[src/rtl/rtc_pkg.sv]
`timescale 1ns/1ps
package rtc_pkg;
  localparam int REG_W         = 8;
  localparam int TIME_REGS     = 7;
  localparam int IDX_W         = $clog2(TIME_REGS);
  localparam int ADR_SEC       = 0;
  localparam int ADR_STATUS    = 7;
  localparam int ADR_CTRL      = 8;
  localparam int CTRL_WEN_BIT  = 6;
  localparam int HR_MODE24_BIT = 7;
  localparam int HR_PM_BIT     = 5;

  typedef logic [REG_W-1:0] reg_byte_t;
  typedef logic [TIME_REGS-1:0][REG_W-1:0] time_file_t;

  // index 6 .. 0 : weekday, year, month, date, hour, minute, second
  localparam time_file_t TIME_RESET = {8'h00, 8'h00, 8'h01, 8'h01, 8'h80, 8'h00, 8'h00};

  function automatic reg_byte_t field_mask(input int idx);
    case (idx)
      0, 1:    return 8'h7F;
      2:       return 8'hBF;
      3:       return 8'h3F;
      4:       return 8'h1F;
      5:       return 8'hFF;
      default: return 8'h07;
    endcase
  endfunction

  function automatic reg_byte_t bcd_inc(input reg_byte_t v);
    if (v[3:0] >= 4'd9) return {v[7:4] + 4'd1, 4'd0};
    else                return {v[7:4], v[3:0] + 4'd1};
  endfunction

  // 10*t + u is divisible by 4 exactly when 2*t + u is
  function automatic logic bcd_leap(input reg_byte_t yr);
    logic [5:0] s;
    s = {1'b0, yr[7:4], 1'b0} + {2'b00, yr[3:0]};
    return (s[1:0] == 2'b00);
  endfunction

  function automatic reg_byte_t month_last_day(input reg_byte_t mon, input reg_byte_t yr);
    case (mon)
      8'h02:                      return bcd_leap(yr) ? 8'h29 : 8'h28;
      8'h04, 8'h06, 8'h09, 8'h11: return 8'h30;
      default:                    return 8'h31;
    endcase
  endfunction
endpackage

[src/rtl/rtc_prescaler.sv]
`timescale 1ns/1ps
module rtc_prescaler #(
  parameter int TICKS_PER_SEC = 32768
) (
  input  logic clk,
  input  logic rst_n,
  input  logic tick_in,
  input  logic restart,
  output logic sec_pulse
);
  if (TICKS_PER_SEC <= 1) begin : g_direct
    assign sec_pulse = tick_in && !restart;
  end else begin : g_count
    localparam int CW = $clog2(TICKS_PER_SEC);
    localparam logic [CW-1:0] LAST = CW'(TICKS_PER_SEC - 1);
    logic [CW-1:0] cnt_q;
    logic at_last;

    assign at_last   = (cnt_q == LAST);
    assign sec_pulse = tick_in && at_last && !restart;

    always_ff @(posedge clk or negedge rst_n) begin
      if (!rst_n)       cnt_q <= '0;
      else if (restart) cnt_q <= '0;
      else if (tick_in) cnt_q <= at_last ? '0 : cnt_q + CW'(1);
    end


    restart_gap_chk: assert property (@(posedge clk) disable iff (!rst_n)
      restart |=> !sec_pulse);
  end
endmodule

[src/rtl/rtc_calendar.sv]
`timescale 1ns/1ps
module rtc_calendar
  import rtc_pkg::*;
(
  input  logic             clk,
  input  logic             rst_n,
  input  logic             sec_pulse,
  input  logic             wr_stb,
  input  logic [IDX_W-1:0] wr_idx,
  input  reg_byte_t        wr_data,
  output time_file_t       tf
);
  time_file_t adv;
  logic       c_sec, c_min, c_day, c_mon, c_yr;
  logic       hr_day, d_wrap, pm;
  reg_byte_t  hr_cur, hr_val, hr_next, last_day;

  always_comb begin
    adv = tf;
    // seconds and minutes
    c_sec  = tf[0] >= 8'h59;
    adv[0] = c_sec ? 8'h00 : bcd_inc(tf[0]);
    c_min  = c_sec && (tf[1] >= 8'h59);
    if (c_sec) adv[1] = (tf[1] >= 8'h59) ? 8'h00 : bcd_inc(tf[1]);

    // hours, two encodings chosen by the mode bit
    hr_cur = tf[2];
    pm     = hr_cur[HR_PM_BIT];
    hr_day = 1'b0;
    if (hr_cur[HR_MODE24_BIT]) begin
      hr_val  = hr_cur & 8'h3F;
      hr_day  = hr_val >= 8'h23;
      hr_next = hr_day ? 8'h80 : (8'h80 | bcd_inc(hr_val));
    end else begin
      hr_val = hr_cur & 8'h1F;
      if (hr_val >= 8'h12) begin
        hr_next = {2'b00, pm, 5'h01};
      end else if (hr_val == 8'h11) begin
        hr_next = {2'b00, ~pm, 5'h12};
        hr_day  = pm;
      end else begin
        hr_next = {2'b00, pm, 5'h00} | bcd_inc(hr_val);
      end
    end
    if (c_min) adv[2] = hr_next;
    c_day = c_min && hr_day;

    // date and weekday
    last_day = month_last_day(tf[4], tf[5]);
    d_wrap   = tf[3] >= last_day;
    if (c_day) begin
      adv[3] = d_wrap ? 8'h01 : bcd_inc(tf[3]);
      adv[6] = (tf[6] >= 8'h06) ? 8'h00 : tf[6] + 8'h01;
    end
    c_mon = c_day && d_wrap;

    // month and year
    if (c_mon) adv[4] = (tf[4] >= 8'h12) ? 8'h01 : bcd_inc(tf[4]);
    c_yr = c_mon && (tf[4] >= 8'h12);
    if (c_yr) adv[5] = (tf[5] >= 8'h99) ? 8'h00 : bcd_inc(tf[5]);
  end

  always_ff @(posedge clk or negedge rst_n) begin
    if (!rst_n) begin
      tf <= TIME_RESET;
    end else begin
      for (int i = 0; i < TIME_REGS; i++) begin
        if (wr_stb && wr_idx == IDX_W'(i)) tf[i] <= wr_data & field_mask(i);
        else if (sec_pulse && !wr_stb)     tf[i] <= adv[i];
      end
    end
  end


  idle_hold_chk: assert property (@(posedge clk) disable iff (!rst_n)
    (!sec_pulse && !wr_stb) |=> $stable(tf));

  sec_moves_chk: assert property (@(posedge clk) disable iff (!rst_n)
    (sec_pulse && !wr_stb) |=> (tf[0] != $past(tf[0])));

  sec_wrap_chk: assert property (@(posedge clk) disable iff (!rst_n)
    (sec_pulse && !wr_stb && tf[0] == 8'h59) |=> (tf[0] == 8'h00 && tf[1] != $past(tf[1])));

  weekday_follows_chk: assert property (@(posedge clk) disable iff (!rst_n)
    (sec_pulse && !wr_stb) |=> ($stable(tf[3]) == $stable(tf[6])));
endmodule

[src/rtl/rtc_regbus.sv]
`timescale 1ns/1ps
module rtc_regbus
  import rtc_pkg::*;
#(
  parameter int ADDR_W = 8
) (
  input  logic              clk,
  input  logic              rst_n,
  input  logic [ADDR_W-1:0] addr,
  input  logic              wr_en,
  input  reg_byte_t         wr_data,
  input  logic              rd_en,
  input  logic              rd_start,
  input  time_file_t        tf_live,
  output logic              time_wr,
  output logic [IDX_W-1:0]  time_idx,
  output reg_byte_t         time_data,
  output reg_byte_t         rd_data,
  output logic              rd_valid
);
  localparam logic [ADDR_W-1:0] A_CTRL  = ADDR_W'(ADR_CTRL);
  localparam logic [ADDR_W-1:0] A_TIMEN = ADDR_W'(TIME_REGS);

  reg_byte_t         ctrl_q;
  logic [ADDR_W-1:0] ptr_q, rd_ptr;
  time_file_t        shadow_q, src;
  reg_byte_t         rd_byte;

  assign time_wr   = wr_en && (addr < A_TIMEN) && ctrl_q[CTRL_WEN_BIT];
  assign time_idx  = addr[IDX_W-1:0];
  assign time_data = wr_data;

  always_comb begin
    rd_ptr  = rd_start ? addr : ptr_q;
    src     = rd_start ? tf_live : shadow_q;
    rd_byte = 8'h00;  // status and unmapped addresses
    for (int i = 0; i < TIME_REGS; i++)
      if (rd_ptr == ADDR_W'(i)) rd_byte = src[i];
    if (rd_ptr == A_CTRL) rd_byte = ctrl_q;
  end

  always_ff @(posedge clk or negedge rst_n) begin
    if (!rst_n) begin
      ctrl_q   <= '0;
      ptr_q    <= '0;
      shadow_q <= TIME_RESET;
      rd_data  <= '0;
      rd_valid <= 1'b0;
    end else begin
      rd_valid <= rd_en;
      if (wr_en && addr == A_CTRL) ctrl_q <= wr_data;
      if (rd_en) begin
        rd_data <= rd_byte;
        ptr_q   <= rd_ptr + ADDR_W'(1);
        if (rd_start) shadow_q <= tf_live;
      end
    end
  end


  rvalid_follow_chk: assert property (@(posedge clk) disable iff (!rst_n)
    rd_en |=> rd_valid);

  rvalid_idle_chk: assert property (@(posedge clk) disable iff (!rst_n)
    !rd_en |=> !rd_valid);

  shadow_hold_chk: assert property (@(posedge clk) disable iff (!rst_n)
    !(rd_en && rd_start) |=> $stable(shadow_q));

  burst_step_chk: assert property (@(posedge clk) disable iff (!rst_n)
    (rd_en && !rd_start) |=> (ptr_q == $past(ptr_q) + ADDR_W'(1)));
endmodule

[src/rtl/bcd_rtc_regfile.sv]
`timescale 1ns/1ps
module bcd_rtc_regfile
  import rtc_pkg::*;
#(
  parameter int TICKS_PER_SEC = 32768,
  parameter int ADDR_W        = 8
) (
  input  logic              clk,
  input  logic              rst_n,
  input  logic              tick_in,
  input  logic [ADDR_W-1:0] bus_addr,
  input  logic              bus_wr,
  input  logic [7:0]        bus_wdata,
  input  logic              bus_rd,
  input  logic              bus_rd_start,
  output logic [7:0]        bus_rdata,
  output logic              bus_rvalid
);
  time_file_t       tf;
  logic             time_wr, sec_pulse, restart;
  logic [IDX_W-1:0] time_idx;
  reg_byte_t        time_data;

  assign restart = time_wr && (time_idx == IDX_W'(ADR_SEC));

  rtc_prescaler #(.TICKS_PER_SEC(TICKS_PER_SEC)) u_prescaler (
    .clk       (clk),
    .rst_n     (rst_n),
    .tick_in   (tick_in),
    .restart   (restart),
    .sec_pulse (sec_pulse)
  );

  rtc_calendar u_calendar (
    .clk       (clk),
    .rst_n     (rst_n),
    .sec_pulse (sec_pulse),
    .wr_stb    (time_wr),
    .wr_idx    (time_idx),
    .wr_data   (time_data),
    .tf        (tf)
  );

  rtc_regbus #(.ADDR_W(ADDR_W)) u_regbus (
    .clk       (clk),
    .rst_n     (rst_n),
    .addr      (bus_addr),
    .wr_en     (bus_wr),
    .wr_data   (bus_wdata),
    .rd_en     (bus_rd),
    .rd_start  (bus_rd_start),
    .tf_live   (tf),
    .time_wr   (time_wr),
    .time_idx  (time_idx),
    .time_data (time_data),
    .rd_data   (bus_rdata),
    .rd_valid  (bus_rvalid)
  );
endmodule

[config.mk]
export PLATFORM = sky130hd
export DESIGN_NAME = bcd_rtc_regfile
export DESIGN_NICKNAME = d
export VERILOG_FILES = /design/src/rtl/rtc_pkg.sv /design/src/rtl/rtc_prescaler.sv /design/src/rtl/rtc_calendar.sv /design/src/rtl/rtc_regbus.sv /design/src/rtl/bcd_rtc_regfile.sv
export SDC_FILE = /design/constraint.sdc
export NUM_CORES = 1
export LEC_CHECK = 0
export ABC_AREA = 0
export BUFFER_PORTS_ARGS = -buffer_cell sky130_fd_sc_hd__buf_4
export CAP_MARGIN = 5
export CORE_MARGIN = 2
export CORE_UTILIZATION = 55
export DETAILED_ROUTE_END_ITERATION = 10
export HOLD_SLACK_MARGIN = 0.12
export PLACE_DENSITY = 0.72
export SYNTH_ARGS = -nofsm -noshare
export SYNTH_HDL_FRONTEND = slang
export SYNTH_HIERARCHICAL = 1
export SYNTH_SLANG_ARGS = --single-unit
[constraint.sdc]
create_clock -name clk -period 5.1 [get_ports clk]
set_clock_uncertainty 0.2 [all_clocks]
set_input_delay 1.02 -clock clk [delete_from_list [all_inputs] [get_ports clk]]
set_output_delay 1.02 -clock clk [all_outputs]
set_load 0.005 [all_outputs]
-- Word level (Yosys, flattened, before mapping)
Cells that the tools add are included.
- register bits: 152
- latch bits: 0
- memory bits (writable): 0
- memory bits (read-only): 0
- output and inout port bits: 9
- memories kept: 0
- $add $sub $neg: 17
- $mul: 0
- divide/modulo/power cells: 0
- magnitude comparators: 15
- equality and inequality tests: 23
- shifts and indexed selects: 0
- mux-type cells: 65
- bitwise operators: 9
- reduce and logical (&&, ||, !) cells: 55
- operators by type and width (kind ; count):
    $mux 8 ; 54
    $and 8x8->8 ; 7
    $mux 56 ; 1
    $mux 15 ; 3
    $add 4x1->4 const B ; 11
    $eq 8x3->1 const B ; 5
    $reduce_bool 2->1 ; 14
    $eq 8x2->1 const B ; 3
    $eq 8x4->1 const B ; 3
    $ge 4x4->1 const B ; 6
    $logic_and 1x1->1 ; 17
    $add 8x1->8 const B ; 2
    $ge 8x7->1 const B ; 2
    $pmux 8 s2 ; 1
    $add 15x1->15 const B ; 1
    $eq 15x15->1 const B ; 1
    $reduce_and 3->1 ; 5
    $reduce_bool 3->1 ; 5
    $mux 7 ; 2
    $reduce_and 2->1 ; 7
    $eq 3x3->1 const B ; 3
    $eq 8x1->1 const B ; 1
    $eq 8x5->1 const B ; 1
    $ge 8x3->1 const B ; 1
    other kinds (23) ; 28

-- Depth between registers and ports, before layout
- depth after elaboration: 12
- mapped depth: 14

-- By module
Netlist, hierarchy kept.
- by module, submodules not included (module ; times used ; cells an instance ; area each (um^2) ; seq. area each (um^2)):
    rtc_regbus ; 1 ; 411 ; 4714.5 ; 2030.7
    rtc_calendar ; 1 ; 422 ; 3856.2 ; 1405.1
    rtc_prescaler ; 1 ; 82 ; 785.8 ; 375.4
    bcd_rtc_regfile ; 1 ; 1 ; 15.0 ; 0.0

-- Worst setup path before layout
Ideal clock, no wire load.
- kind: input -> register
- start point: in bus_addr[4]
- end point: reg u_calendar/tf[26] (netlist bit)
- library setup time: 0.139 ns
- arrival: 3.695 ns
- required time: 4.761 ns
- path slack: 1.066 ns
- stages on the path: 12
- cell sequence: nor4_1 > nor3b_1 > nor4b_2 > buf_2 > nor3_1 > nor2b_4 > o21ai_1 > nor3_4 > clkbuf_1 > nand3_1 > xor2_1 > o21ai_0
- cells in the longest elaborated chain, start to end: 9
- RTL lines (item ; line ; source):
    from (decl) ; bcd_rtc_regfile.sv:11 ; input logic [ADDR_W-1:0] bus_addr,
    $lt 8x3->1 ; rtc_regbus.sv:29 ; assign time_wr = wr_en && (addr < A_TIMEN) && ctrl_q[CTRL_WEN_BIT];
    $logic_and 1x1->1 (2 in series) ; rtc_regbus.sv:29 ;
    net time_wr ; bcd_rtc_regfile.sv:20 ; logic time_wr, sec_pulse, restart;
    $logic_and 1x1->1 ; bcd_rtc_regfile.sv:24 ; assign restart = time_wr && (time_idx == IDX_W'(ADR_SEC));
    net restart ; bcd_rtc_regfile.sv:20 ;
    $logic_not 1->1 ; rtc_prescaler.sv:20 ; assign sec_pulse = tick_in && at_last && !restart;
    $logic_and 1x1->1 ; rtc_prescaler.sv:20 ;
    net sec_pulse ; bcd_rtc_regfile.sv:20 ;
    $logic_and 1x1->1 ; rtc_calendar.sv:69 ; else if (sec_pulse && !wr_stb) tf[i] <= adv[i];
    $reduce_bool 2->1 (no line) ; - ;
    $reduce_and 2->1 (no line) ; - ;
    to (signal, indexed assignment) ; rtc_calendar.sv:68 ; if (wr_stb && wr_idx == IDX_W'(i)) tf[i] <= wr_data & field_mask(i);
    to (signal, indexed assignment) ; rtc_calendar.sv:69 ;
    to (decl) ; rtc_calendar.sv:11 ; output time_file_t tf
The timed path passes the listed nets, and every way through them passes these cells.
A chain may end at the register's enable or synchronous reset.

-- Worst setup path in the final report
- start point: in bus_addr[4]
- end point: reg u_calendar/tf[47] (netlist bit)
- cells in the longest elaborated chain, start to end: 9
- RTL lines (item ; line):
    $lt 8x3->1 ; rtc_regbus.sv:29
    $logic_and 1x1->1 (2 in series) ; rtc_regbus.sv:29
    net time_wr ; bcd_rtc_regfile.sv:20
    $logic_and 1x1->1 ; bcd_rtc_regfile.sv:24
    net restart ; bcd_rtc_regfile.sv:20
    $logic_not 1->1 ; rtc_prescaler.sv:20
    $logic_and 1x1->1 ; rtc_prescaler.sv:20
    net sec_pulse ; bcd_rtc_regfile.sv:20
    $logic_and 1x1->1 ; rtc_calendar.sv:69
    $reduce_bool 2->1 (no line) ; -
    $reduce_and 3->1 (no line) ; -
The timed path passes the listed nets, and every way through them passes these cells.

==> run metrics <==
outcome=complete, no violations; Post-synth EDFFs=0; R2R Path End=u_calendar/tf[47]$_DFFE_PN0P_; area grow syn2layout=9.88%; Syn Area/Cell=around 10 µm²; vias in the first global route=6984; TNS Setup=0 ns; Critical Path RT=~5.3 ns; htree depth=4; Mapped Nets=981; Die Wd=135 µm; final max-slew violation count=0; n_diodes=0; Buffers on Ports=30; # IOs=31; Clock Tree Buf Depth=2; endpoint class of the critical path=register; top_reg_cell synth=dfrtp_1; CTS tree=yes; Post-layout nets=996; synthesized instance count=916; gp weighted congestion=roughly 0.9; worst vdd ir=approximately 0.25 mV; global route overflow=0; sequential cell area fraction in the yosys report=between 40% and 50%; Rel. slew slack=between 20 and 30%; CP delay by family, top=simple AND/OR/NAND/NOR gates; PwrDens=approximately 280 nW/µm²; clock latency on the worst-skew pair=0.43 ns; worst path bufs/invs=3; reg-to-reg startpoint=u_prescaler/g_count.cnt_q[0]$_DFFE_PN0P_; worst min path class=register to register; startpoint types=input port; first-pass GRT wire length=37500 µm; R2R depth=10; cell chain of the critical path=buf_4, nor4_1, buf_4, nor3b_1, nor4b_2, buf_4, nor3_1, nor2b_4, o21ai_1, nor3_4, nand4_1, or4_1, a31oi_1; Syn Std Cell Area=roughly 9400 µm²; die area=roughly 18000 µm²; Tmin final=~4.2 ns; Detail Route Antenna Nets=0; CP Class=input port to register; fin crit share=slightly above 80%; final hold vios=0; Clock transition at path regs=around 0.060 ns; initial antenna violation count=0; number of DRC markers in iteration 0=between 500 and 600; Ys Warns=6; RSZ-0062 raised after global routing=false; crit path to=u_calendar/tf[47]$_DFFE_PN0P_; cell mode on critical path=buf_4; asr flop ratio synth=100%; CTS Hold Bufs=0; Starting Density=56.3%; postcts setup bufs=0; drt wl/cell=19.9 µm; drt total wl=between 20000 and 25000 µm; Worst Hold Launch=u_regbus/shadow_q[19]$_DFFE_PN0P_; CTS buffer count=17; Die Ht=between 100 and 150 µm; R2R setup slack=1.06 ns; Worst path max stage delay=0.66 ns; leak pwr=0.00450 µW; post-route core utilization=61.9%; root buf cell=clkbuf_16; Vias/cell=6.26; CTS resizes=0; Num Clock Sinks=about 150; Stages on worst setup path=13; Synth Register Bits=~150; CORE AREA=16600 µm²; Post-route DRC=0; via count=around 7300; Worst EP arrival=~4.4 ns; critical path peak fanout=17; Total GRT Usage=between 20% and 30%; Slew @ Worst Pin=between 1 and 1.5 ns; largest net degree at the start of global routing=96; final setup violation count=0; library cells used by synthesis=75; HPWL Detailed=~16000 µm; share of layout cells above drive strength 1=between 20% and 30%; drt pass-1 iters=5; # rows=47; max_cap viols=0; CP startpoint=bus_addr[4]; f_max=237 MHz; slowest cell on the critical path=nor3_4; worst hold path depth=1
## sequential cells by signal, indices dropped and copies added (netlist names)
name,count
u_calendar/hr_cur,8
u_calendar/tf,48
u_prescaler/g_count.cnt_q,15
u_regbus/ctrl_q,8
u_regbus/ptr_q,8
u_regbus/rd_data,8
u_regbus/rd_valid,1
u_regbus/shadow_q,56
## through the flow
step / instance area, µm² / cells / total power (µW) / setup WS (ns) / hold slack (ns)
6_report: 10300 / 1164 / 2850 / 0.878 / 0.302
5_1_grt: 10300 / 1164 / 2970 / 0.685 / 0.312
4_1_cts: 10300 / 1164 / 2870 / 0.978 / 0.305
3_5_place_dp: 9740 / 1132 / 1670 / 0.521 / 0.290
3_3_place_gp: 9740 / 1132 / 1670 / 0.646 / 0.282
2_1_floorplan: 9370 / 916 / 1550 / 1.07 / 0.263
## report_power, final
part           switching, µW  internal, µW
combinational            216           128
clock                    522           674
sequential              56.8          1250
## routing by layer
layer	part of all wire, %	vias to the layer above	GRT usage [%]
met5	0	-	0
met4	2.8	0	10.4
met3	4.8	34	5.48
met2	47	196	41.8
met1	45	3617	36.4
li1	-	3441	-
## synth_stat cells, drive strengths merged, types with 3 or more instances
library cell  count  area (µm²)
a31oi             6        52.6
nand3            30         150
a221o             9        90.1
a21oi            47         235
nand3b            4        30.0
a22oi            21         158
clkbuf           18        67.6
nor3b            15         123
ha               43         538
o211ai           16         120
mux2i            24         240
dfstp             6         158
o21ai            46         230
nor2b             9        63.8
a211oi           10        75.1
nor3             15        97.6
or4               7        60.1
nand2b            7        43.8
nand4             7        50.1
o41ai             3        26.3
nand4b            3        26.3
nor2             58         234
mux2            112        1260
a32oi             3        26.3
a221oi           12         105
xnor2            13         114
a21o             11        82.6
nor4              7        43.8
and3             10        62.6
o22ai            12        75.1
buf              33         196
a41oi             4        35.0
o31ai             3        22.5
and2              8        50.1
nor4b             3        32.5
inv              36         135
a22o              3        26.3
dfrtp           146        3650
or3               4        25.0
nand2            55         214
o21a              4        30.0
xor2              8        70.1
## cells by family (layout without fill, tap and decap cells)
family | after synthesis | after routing | share of synthesized area (%)
buffers and inverters | 88 | 116 | 4.30
and+or+nand+nor | 252 | 252 | 14.9
DFF | 152 | 152 | 40.7
AOI/OAI and AO/OA | 224 | 224 | 16.4
adders and majority gates | 43 | 43 | 5.74
muxes | 136 | 136 | 16.0
xor gates and xnor gates | 21 | 21 | 1.96
## cell usage in the layout (no fill, tap or decap), types with 11 or more instances in the layout
cell       count
nor3_1        13
nand3_1       30
mux2_2       112
xnor2_1       13
o22ai_1       12
a21o_1        11
clkbuf_16     17
ha_1          43
mux2i_1       24
a22oi_1       21
inv_1         36
buf_4         46
a21oi_1       47
nand2_1       53
a221oi_1      12
dfrtp_1      146
o211ai_1      16
nor2_1        57
nor3b_1       13
o21ai_0       42
## layout make-up
| cell class | instances | area, µm² |
|---|---|---|
| clock buffer | 19 | 433 |
| clock inverter | 13 | 123 |
| fill | 1359 | 6340 |
| inverter | 37 | 139 |
| multi-input combinational | 676 | 5160 |
| sequential | 152 | 3810 |
| tap | 220 | 275 |
| timing repair buffer | 47 | 357 |
## how the worst min path moves through the flow
stage | end | slack, ns
after floorplan | u_prescaler/g_count.cnt_q[14]$_DFFE_PN0P_ | 0.26
after global placement | u_regbus/shadow_q[7]$_DFFE_PN0P_ | 0.28
after detailed placement | u_regbus/shadow_q[5]$_DFFE_PN0P_ | 0.29
after CTS | u_regbus/shadow_q[5]$_DFFE_PN0P_ | 0.30
after global routing | u_regbus/shadow_q[43]$_DFFE_PN0P_ | 0.31
final | u_regbus/shadow_q[19]$_DFFE_PN0P_ | 0.30
Note: power is estimated with default switching activity, not from simulation.
